[src/rtl/byte_fifo_pkg.sv]
package byte_fifo_pkg;
  typedef enum logic {MODE_RX = 1'b0, MODE_TX = 1'b1} mode_e;

  // Threshold in bytes: half the buffer or the whole buffer
  function automatic int unsigned thr_bytes(input logic sel, input int unsigned depth);
    return sel ? depth : depth / 2;
  endfunction
endpackage

[src/rtl/byte_fifo_store.sv]
module byte_fifo_store #(
  parameter int DEPTH  = 32,
  parameter int BYTE_W = 8,
  parameter int LANES  = 4,
  localparam int AW = $clog2(DEPTH),
  localparam int LW = AW + 1
) (
  input  logic                    clk,
  input  logic                    rst_n,
  input  logic                    clr,
  input  logic                    push1,
  input  logic                    push_word,
  input  logic [BYTE_W-1:0]       pin_byte,
  input  logic [LANES*BYTE_W-1:0] pin_word,
  input  logic                    pop1,
  input  logic                    pop_word,
  output logic [BYTE_W-1:0]       rd_byte,
  output logic [LANES*BYTE_W-1:0] rd_word,
  output logic [LW-1:0]           level
);
  logic [BYTE_W-1:0] mem [DEPTH];
  logic [AW-1:0]     wr_ptr, rd_ptr;
  logic [LW-1:0]     n_in, n_out;

  assign n_in  = push1 ? LW'(1) : (push_word ? LW'(LANES) : '0);
  assign n_out = pop1  ? LW'(1) : (pop_word  ? LW'(LANES) : '0);

  always_ff @(posedge clk) begin
    if (push1) begin
      mem[wr_ptr] <= pin_byte;
    end else if (push_word) begin
      for (int l = 0; l < LANES; l++)
        mem[wr_ptr + AW'(l)] <= pin_word[l*BYTE_W +: BYTE_W];
    end
  end

  always_ff @(posedge clk or negedge rst_n) begin
    if (!rst_n) begin
      wr_ptr <= '0;
      rd_ptr <= '0;
      level  <= '0;
    end else if (clr) begin
      wr_ptr <= '0;
      rd_ptr <= '0;
      level  <= '0;
    end else begin
      wr_ptr <= wr_ptr + AW'(n_in);
      rd_ptr <= rd_ptr + AW'(n_out);
      level  <= level + n_in - n_out;
    end
  end

  assign rd_byte = mem[rd_ptr];

  for (genvar g = 0; g < LANES; g++) begin : g_lane
    assign rd_word[g*BYTE_W +: BYTE_W] = mem[rd_ptr + AW'(g)];
  end
endmodule

[src/rtl/byte_fifo_event.sv]
module byte_fifo_event #(
  parameter int LW    = 6,
  parameter int LANES = 4
) (
  input  logic          clk,
  input  logic          rst_n,
  input  logic          clr,
  input  logic          cond,
  input  logic          host_mv,
  input  logic [LW-1:0] thr,
  input  logic          irq_clr,
  output logic          dma_evt,
  output logic          irq
);
  logic          armed;
  logic [LW:0]   moved;
  logic [LW:0]   moved_nx;

  assign dma_evt  = armed && cond;
  assign moved_nx = moved + (LW+1)'(LANES);

  always_ff @(posedge clk or negedge rst_n) begin
    if (!rst_n) begin
      armed <= 1'b1;
      moved <= '0;
    end else if (clr) begin
      armed <= 1'b1;
      moved <= '0;
    end else if (dma_evt) begin
      armed <= 1'b0;
      moved <= '0;
    end else if (!armed && host_mv) begin
      if (moved_nx >= {1'b0, thr}) begin
        armed <= 1'b1;
        moved <= '0;
      end else begin
        moved <= moved_nx;
      end
    end
  end

  // A new request outranks a clear in the same cycle
  always_ff @(posedge clk or negedge rst_n) begin
    if (!rst_n)       irq <= 1'b0;
    else if (dma_evt) irq <= 1'b1;
    else if (irq_clr) irq <= 1'b0;
  end
endmodule

[src/rtl/byte_fifo_pack.sv]
module byte_fifo_pack
  import byte_fifo_pkg::*;
#(
  parameter int DEPTH  = 32,
  parameter int BYTE_W = 8,
  parameter int WORD_W = 32,
  localparam int LANES = WORD_W / BYTE_W,
  localparam int AW    = $clog2(DEPTH),
  localparam int LW    = AW + 1
) (
  input  logic              clk,
  input  logic              rst_n,
  input  logic              flush,
  input  logic              dir_tx,
  input  logic              thr_sel,
  input  logic              irq_clr,
  input  logic              hw_valid,
  output logic              hw_ready,
  input  logic [WORD_W-1:0] hw_data,
  output logic              hr_valid,
  input  logic              hr_ready,
  output logic [WORD_W-1:0] hr_data,
  input  logic              cb_in_valid,
  output logic              cb_in_ready,
  input  logic [BYTE_W-1:0] cb_in_data,
  output logic              cb_out_valid,
  input  logic              cb_out_ready,
  output logic [BYTE_W-1:0] cb_out_data,
  output logic              full,
  output logic              empty,
  output logic [LW-1:0]     level,
  output logic              ovr,
  output logic              udr,
  output logic              dma_evt,
  output logic              irq
);
  mode_e         mode, mode_q;
  logic          mode_chg, clr, live, rx;
  logic          push1, pop1, push_word, pop_word;
  logic [LW-1:0] thr, free_b;
  logic          cond;

  assign mode     = mode_e'(dir_tx);
  assign mode_chg = (mode != mode_q);
  assign clr      = flush || mode_chg;
  assign live     = !clr;
  assign rx       = (mode == MODE_RX);

  always_ff @(posedge clk or negedge rst_n) begin
    if (!rst_n) mode_q <= MODE_RX;
    else        mode_q <= mode;
  end

  assign free_b       = LW'(DEPTH) - level;
  assign cb_in_ready  = live && rx  && (level < LW'(DEPTH));
  assign hr_valid     = live && rx  && (level >= LW'(LANES));
  assign hw_ready     = live && !rx && (free_b >= LW'(LANES));
  assign cb_out_valid = live && !rx && (level != '0);

  assign push1     = cb_in_valid  && cb_in_ready;
  assign pop_word  = hr_valid     && hr_ready;
  assign push_word = hw_valid     && hw_ready;
  assign pop1      = cb_out_valid && cb_out_ready;

  assign full  = (level == LW'(DEPTH));
  assign empty = (level == '0);

  byte_fifo_store #(.DEPTH(DEPTH), .BYTE_W(BYTE_W), .LANES(LANES)) u_store (
    .clk       (clk),
    .rst_n     (rst_n),
    .clr       (clr),
    .push1     (push1),
    .push_word (push_word),
    .pin_byte  (cb_in_data),
    .pin_word  (hw_data),
    .pop1      (pop1),
    .pop_word  (pop_word),
    .rd_byte   (cb_out_data),
    .rd_word   (hr_data),
    .level     (level)
  );

  always_ff @(posedge clk or negedge rst_n) begin
    if (!rst_n) begin
      ovr <= 1'b0;
      udr <= 1'b0;
    end else if (clr) begin
      ovr <= 1'b0;
      udr <= 1'b0;
    end else begin
      if (!rx && hw_valid && !hw_ready) ovr <= 1'b1;
      if (rx && hr_ready && !hr_valid)  udr <= 1'b1;
    end
  end

  assign thr  = LW'(thr_bytes(thr_sel, DEPTH));
  assign cond = live && (rx ? (level >= thr) : (free_b >= thr));

  byte_fifo_event #(.LW(LW), .LANES(LANES)) u_event (
    .clk     (clk),
    .rst_n   (rst_n),
    .clr     (clr),
    .cond    (cond),
    .host_mv (push_word || pop_word),
    .thr     (thr),
    .irq_clr (irq_clr),
    .dma_evt (dma_evt),
    .irq     (irq)
  );
endmodule

[config.mk]
export PLATFORM = sky130hd
export DESIGN_NAME = byte_fifo_pack
export DESIGN_NICKNAME = d
export VERILOG_FILES = /design/src/rtl/byte_fifo_pkg.sv /design/src/rtl/byte_fifo_store.sv /design/src/rtl/byte_fifo_event.sv /design/src/rtl/byte_fifo_pack.sv
export SDC_FILE = /design/constraint.sdc
export NUM_CORES = 1
export LEC_CHECK = 0
export ABC_AREA = 1
export CORE_ASPECT_RATIO = 1.75
export CORE_UTILIZATION = 39
export DETAILED_ROUTE_END_ITERATION = 7
export MAX_ROUTING_LAYER = met4
export PLACE_DENSITY = 0.61
export SYNTH_ARGS = -nofsm -noshare
export SYNTH_HDL_FRONTEND = slang
export SYNTH_SLANG_ARGS = --single-unit
export TNS_END_PERCENT = 20
[constraint.sdc]
create_clock -name clk -period 4.2 [get_ports clk]
set_input_delay 0.84 -clock clk [delete_from_list [all_inputs] [get_ports clk]]
set_output_delay 0.84 -clock clk [all_outputs]
set_load 0.01 [all_outputs]
==> impl_metrics.ini, run 1 <==
[finish]
register_area_mm2 = 0.008347
synthToLayoutAreaGrowth_pct = 15.21
fin_nets = 4608
final_util_pct = 45.58
total_of_fill_cells_in_the_finished_design = 7362
final_layout_size_suffix_gt1_share_pct = 9.732
multi_input_combinational_cell_area_mm2 = 0.01738

[global_route]
globalRouteOverflowTotal = 0
use_met3_pct = 8.422
busiest_layer = met2
largest_net_degree_at_the_start_of_global_routing = 123
grt_pass1_vias = 30360
grtUsageMet2_pct = 64.69
global_route.usage.total_pct = 42.38
antenna_found_initial = 0
global_route.usage.met1_pct = 47.46
grt_pass1_wl_um = 214900

[cts]
cts.clk_slew.worst_paths_ns = 0.08
cts_tree = done
cts.sink_count = 282
clockBufferDepth = 3
holdBufCountCts = 0
number_of_buffers_created_by_cts = 31
clk_latency_ns = 0.65
clockRootBuffer = sky130_fd_sc_hd__clkbuf_16
htree_num_levels = 1

[yosys]
ys_types = 47
synth-seq-cells = 282
async_reset_ff_share_pct = 9.220
synth.yosys.warnings = 0
synth.avg_cell_area_um2 = 6.262
synth_top_area_share_pct = 27.43
syn_nets = 4557
synth_enable_flop_cells = 256
synth-seq-area-share_pct = 29.75
netlist_top_cells_area = sky130_fd_sc_hd__edfxtp_1 (27%), sky130_fd_sc_hd__nand2_1 (19%), sky130_fd_sc_hd__nand3_1 (13%)
post_synth_inst_count = 4476
yosys_most_used_dff = sky130_fd_sc_hd__edfxtp_1
post-synth-top-area-cell = sky130_fd_sc_hd__edfxtp_1
post_synth_instance_area_mm2 = 0.02803

[worst_setup_path]
timing.rr.end = u_store.mem[0][3]$_DFFE_PP_
cp_launch_type = register
crit_path_max_fanout = 32
criticalPathCategory = register to output port
required_worst_endpoint_ns = 3.36
path_cells = clkinv_2, ha_4, xor2_2, buf_12, o21ai_0, a21oi_1, nor3_1, o21ai_0, clkdlybuf4s50_1
timing.critical_path.mode_cell = sky130_fd_sc_hd__o21ai_0
critical_path.slowest_cell = sky130_fd_sc_hd__clkdlybuf4s50_1
timing.critical_path.arrival_ns = 3.40
timing.rr.start = u_store.wr_ptr[1]$_DFF_PN0_
critical-path-max-stage-delay_ns = 0.57
r2r_cells = 13
reg2reg_setup_slack_ns = 0.80
critical_path.endpoint_type = output port

[outcome]
run_status = finished with violations
violations_in_the_final_reports = negative setup slack

[drt]
routed_via_density = 6.093
drtIter0Drc = 4566
count_of_unresolved_drc_violations_after_routing = 0
drt-pass1-iter-count = 6
routed-via-count = 33330
routed_wirelength_um = 152800
drt.antenna.violating_nets = 0
avgRoutedWirePerCell_um = 27.94

[power]
leakagePower_uw = 0.01377
worst_ir_drop_vdd_uv = 267.0
power_density_mw_per_mm2 = 265.2

[worst_hold_path]
timing.hold.worst.class = register to register
timing.hold.worst_endpoint = u_event.armed$_DFFE_PN1P_
number_of_cells_traversed_by_the_worst_hold_path = 2
min_from = u_event.armed$_DFFE_PN1P_

[place]
post_dp_hpwl_um = 112000
routabilityCongestion = 1.105
io_buffer_count = 105

[sta]
fin_skew_ns = 0.03184
fin_crit_ns = 4.240
timing.max_slew.rel_slack_pct = 14.21
min_period_over_period_pct = 101.0
timing.final.ws_setup_ns = -0.04045
total_negative_slack_ns = -0.1321
setup_violating_endpoint_count_in_the_final_report = 6
worstMarginPinSlew_ns = 1.278
finalHoldViolCount = 0
peak_clock_frequency_supported_by_timing_ghz = 0.2358
grt_setup_unrepaired = yes
drv_slew = 0

[flow_run]
cap_viol_max_count = 0

[die]
die_area_mm2 = 0.07299
die_y_um = 356.6
die_w_um = 204.7
core_area_mm2 = 0.07086
rows = 129
initial_core_util_pct = 39.56
io_pins = 106
power by group:
| group | leakage, uW | internal (uW) | switching (uW) |
|---|---|---|---|
| clock network | 0.000529 | 1720 | 1360 |
| logic | 0.0106 | 732 | 1540 |
| registers | 0.00265 | 3160 | 60.5 |
worst max-delay path: cells and delay by family, from the launching register on:
family	cells	cell delay [ns]
and+or+nand+nor	1	0.13
adders and majority gates	1	0.15
DFF	1	0.55
xor gates and xnor gates	1	0.22
AOI/OAI and AO/OA	3	0.73
buffers and inverters	3	0.94
flip-flops by register name, summed over array words and instances, names as in the netlist:
signal          cells
u_store.mem       256
u_store.wr_ptr      5
u_store.level       6
u_event.armed       1
u_store.rd_ptr      5
ovr                 1
u_event.moved       5
u_event.irq         1
mode_q              1
udr                 1
metrics by stage:
| stage | setup WS (ns) | total power, uW | hold slack (ns) | cell area (um2) | std cells |
|---|---|---|---|---|---|
| after CTS | -0.1152 | 8469 | 0.5053 | 32060 | 5465 |
| after detailed placement | 0.2198 | 5446 | 0.4957 | 30810 | 5403 |
| after floorplan | 0.6652 | 4432 | 0.4491 | 28030 | 4476 |
| after global placement | 0.1973 | 5440 | 0.4879 | 30810 | 5403 |
| final | -0.04045 | 8564 | 0.5038 | 32290 | 5470 |
| after global routing | -0.09890 | 8764 | 0.5152 | 32290 | 5469 |
cell families after synthesis:
| kind of cell | Yosys count | synth area share (%) |
|---|---|---|
| compound gates | 692 | 13.37 |
| xor+xnor | 13 | 0.4062 |
| buf+inv | 637 | 9.062 |
| fa+ha+maj | 31 | 1.437 |
| flops | 282 | 29.75 |
| simple gates | 2689 | 41.26 |
| mux | 132 | 4.714 |
area by class of cell:
class                      instances  area share [%]
tap                              917           3.553
sequential                       282           25.85
timing repair buffer             326           9.508
clock buffer                      35           2.511
clock inverter                    23          0.8950
inverter                         329           3.871
antenna                            1        0.007749
multi-input combinational       3557           53.81
placed cells by master (no fill, tap or decap), types with 61 or more instances in the layout:
master	instances
sky130_fd_sc_hd__mux2i_1	125
sky130_fd_sc_hd__edfxtp_1	256
sky130_fd_sc_hd__o21ai_0	181
sky130_fd_sc_hd__a21oi_1	387
sky130_fd_sc_hd__nand3_1	710
sky130_fd_sc_hd__inv_1	261
sky130_fd_sc_hd__o211ai_1	61
sky130_fd_sc_hd__nand2_1	1391
sky130_fd_sc_hd__buf_4	189
sky130_fd_sc_hd__clkdlybuf4s50_1	92
sky130_fd_sc_hd__nor2_1	411
synth_stat cells, types with 10 or more instances:
cell type	instances
sky130_fd_sc_hd__nor2_4	23
sky130_fd_sc_hd__buf_4	10
sky130_fd_sc_hd__o21ai_0	191
sky130_fd_sc_hd__nor2_1	415
sky130_fd_sc_hd__buf_2	65
sky130_fd_sc_hd__nand2_1	1392
sky130_fd_sc_hd__clkbuf_1	196
sky130_fd_sc_hd__a21oi_1	390
sky130_fd_sc_hd__nand4_1	41
sky130_fd_sc_hd__clkinv_1	17
sky130_fd_sc_hd__edfxtp_1	256
sky130_fd_sc_hd__mux2i_1	132
sky130_fd_sc_hd__nor3_1	61
sky130_fd_sc_hd__buf_1	33
sky130_fd_sc_hd__nor2_2	16
sky130_fd_sc_hd__inv_2	42
sky130_fd_sc_hd__o211ai_1	61
sky130_fd_sc_hd__dfrtp_1	25
sky130_fd_sc_hd__ha_1	29
sky130_fd_sc_hd__xor2_1	11
sky130_fd_sc_hd__nand3_1	716
sky130_fd_sc_hd__a211oi_1	11
sky130_fd_sc_hd__inv_1	270
how the worst max path moves through the flow:
stage / startpoint / endpoint / slack [ns]
after global placement: dir_tx / u_store.level[4]$_DFF_PN0_ / 0.20
after CTS: u_store.rd_ptr[2]$_DFF_PN0_ / hr_data[10] / -0.12
after global routing: u_store.rd_ptr[0]$_DFF_PN0_ / hr_data[27] / -0.1
after detailed placement: dir_tx / u_store.level[4]$_DFF_PN0_ / 0.22
final: u_store.rd_ptr[0]$_DFF_PN0_ / hr_data[25] / -0.04
after floorplan: dir_tx / u_store.level[4]$_DFF_PN0_ / 0.67
routing by layer:
layer  routed length (um)  vias to the layer above  share of wire (%)
met5                    0                        -                  0
met4                15600                        0                 10
met3                17390                      700                 11
met2                67810                     2337                 44
met1                52040                    15210                 34
li1                     -                    15080                  -
timing repair:
| action | CTS | global route |
|---|---|---|
| setup buffers | 3 | 2 |
| hold endpoints to repair | 0 | 0 |
| cloned | 1 | 2 |
| gates resized for setup | 24 | 48 |
| pin swaps | 1 | 4 |
| setup endpoints to repair | 38 | 39 |
(Power assumes the default switching activity.)
==> run 2: changes to the inputs <==
--- a/config.mk
+++ b/config.mk
@@ -9,6 +9,7 @@
 export CORE_ASPECT_RATIO = 1.75
 export CORE_UTILIZATION = 39
 export DETAILED_ROUTE_END_ITERATION = 7
+export GPL_TIMING_DRIVEN = 0
 export MAX_ROUTING_LAYER = met4
 export PLACE_DENSITY = 0.61
 export SYNTH_ARGS = -nofsm -noshare
==> impl_metrics.ini, run 2 <==
[die]
die_w_um = 204.7
initial_core_util_pct = 39.56
io_pins = 106
rows = 129
die_y_um = 356.6

[yosys]
synth-seq-cells = 282
yosys_most_used_dff = sky130_fd_sc_hd__edfxtp_1
synth.avg_cell_area_um2 = 6.262
syn_nets = 4557
netlist_top_cells_area = sky130_fd_sc_hd__edfxtp_1 (27%), sky130_fd_sc_hd__nand2_1 (19%), sky130_fd_sc_hd__nand3_1 (13%)
post_synth_instance_area_mm2 = 0.02803
async_reset_ff_share_pct = 9.220
synth_enable_flop_cells = 256
ys_types = 47
synth_top_area_share_pct = 27.43
synth.yosys.warnings = 0
post-synth-top-area-cell = sky130_fd_sc_hd__edfxtp_1
synth.cells.most_frequent = sky130_fd_sc_hd__nand2_1 (1,392), sky130_fd_sc_hd__nand3_1 (716), sky130_fd_sc_hd__nor2_1 (415)
post_synth_inst_count = 4476
synth-seq-area-share_pct = 29.75
synth_most_common_cell = sky130_fd_sc_hd__nand2_1

[cts]
clockBufferDepth = 3
htree_num_levels = 1
cts.sink_count = 282
number_of_buffers_created_by_cts = 25
clockRootBuffer = sky130_fd_sc_hd__clkbuf_16
holdBufCountCts = 0

[global_route]
grt_pass1_vias = 37850
globalRouteOverflowTotal = 36
grt_pass1_wl_um = 331400
largest_net_degree_at_the_start_of_global_routing = 19
global_route.usage.total_pct = 67.43

[place]
io_buffer_count = 94
placement.cell_area_mm2 = 0.03020
placedCellCount = 5493
routabilityCongestion = 1.313
post_dp_hpwl_um = 169800

[outcome]
haltStage = global routing (5_1_grt)
run_status = did not finish
tool.error = [ERROR GRT-0116] Global routing finished with congestion. Check the congestion regions in the DRC Viewer.
-- run 2: cell counts after synthesis --
Identical to the previous run, type by type.
-- run 2: kinds of logic after synthesis --
kind of cell,Yosys count,synth area share [%]
mux,132,4.714
flops,282,29.75
compound gates,692,13.37
xor+xnor,13,0.4062
buf+inv,637,9.062
fa+ha+maj,31,1.437
simple gates,2689,41.26
-- run 2: stage by stage --
step / hold WS, ns / setup slack [ns] / setup TNS (ns)
after floorplan: 0.4491 / 0.6652 / 0
after global placement: 0.4596 / -1.700 / -141.77
after detailed placement: 0.4660 / -1.662 / -152.51
after CTS: 0.4772 / -0.1909 / -1.792
-- run 2: repair_timing --
action,CTS
pin swaps,6
buffers inserted,22
gates resized for setup,496
endpoints found under the setup margin,101
gates cloned,0
-- run 2: routing by layer --
layer	overflow	GRT usage, %
met1	0	65.90
met2	24	88.32
met3	0	38.56
met4	12	72.42
met5	-	-
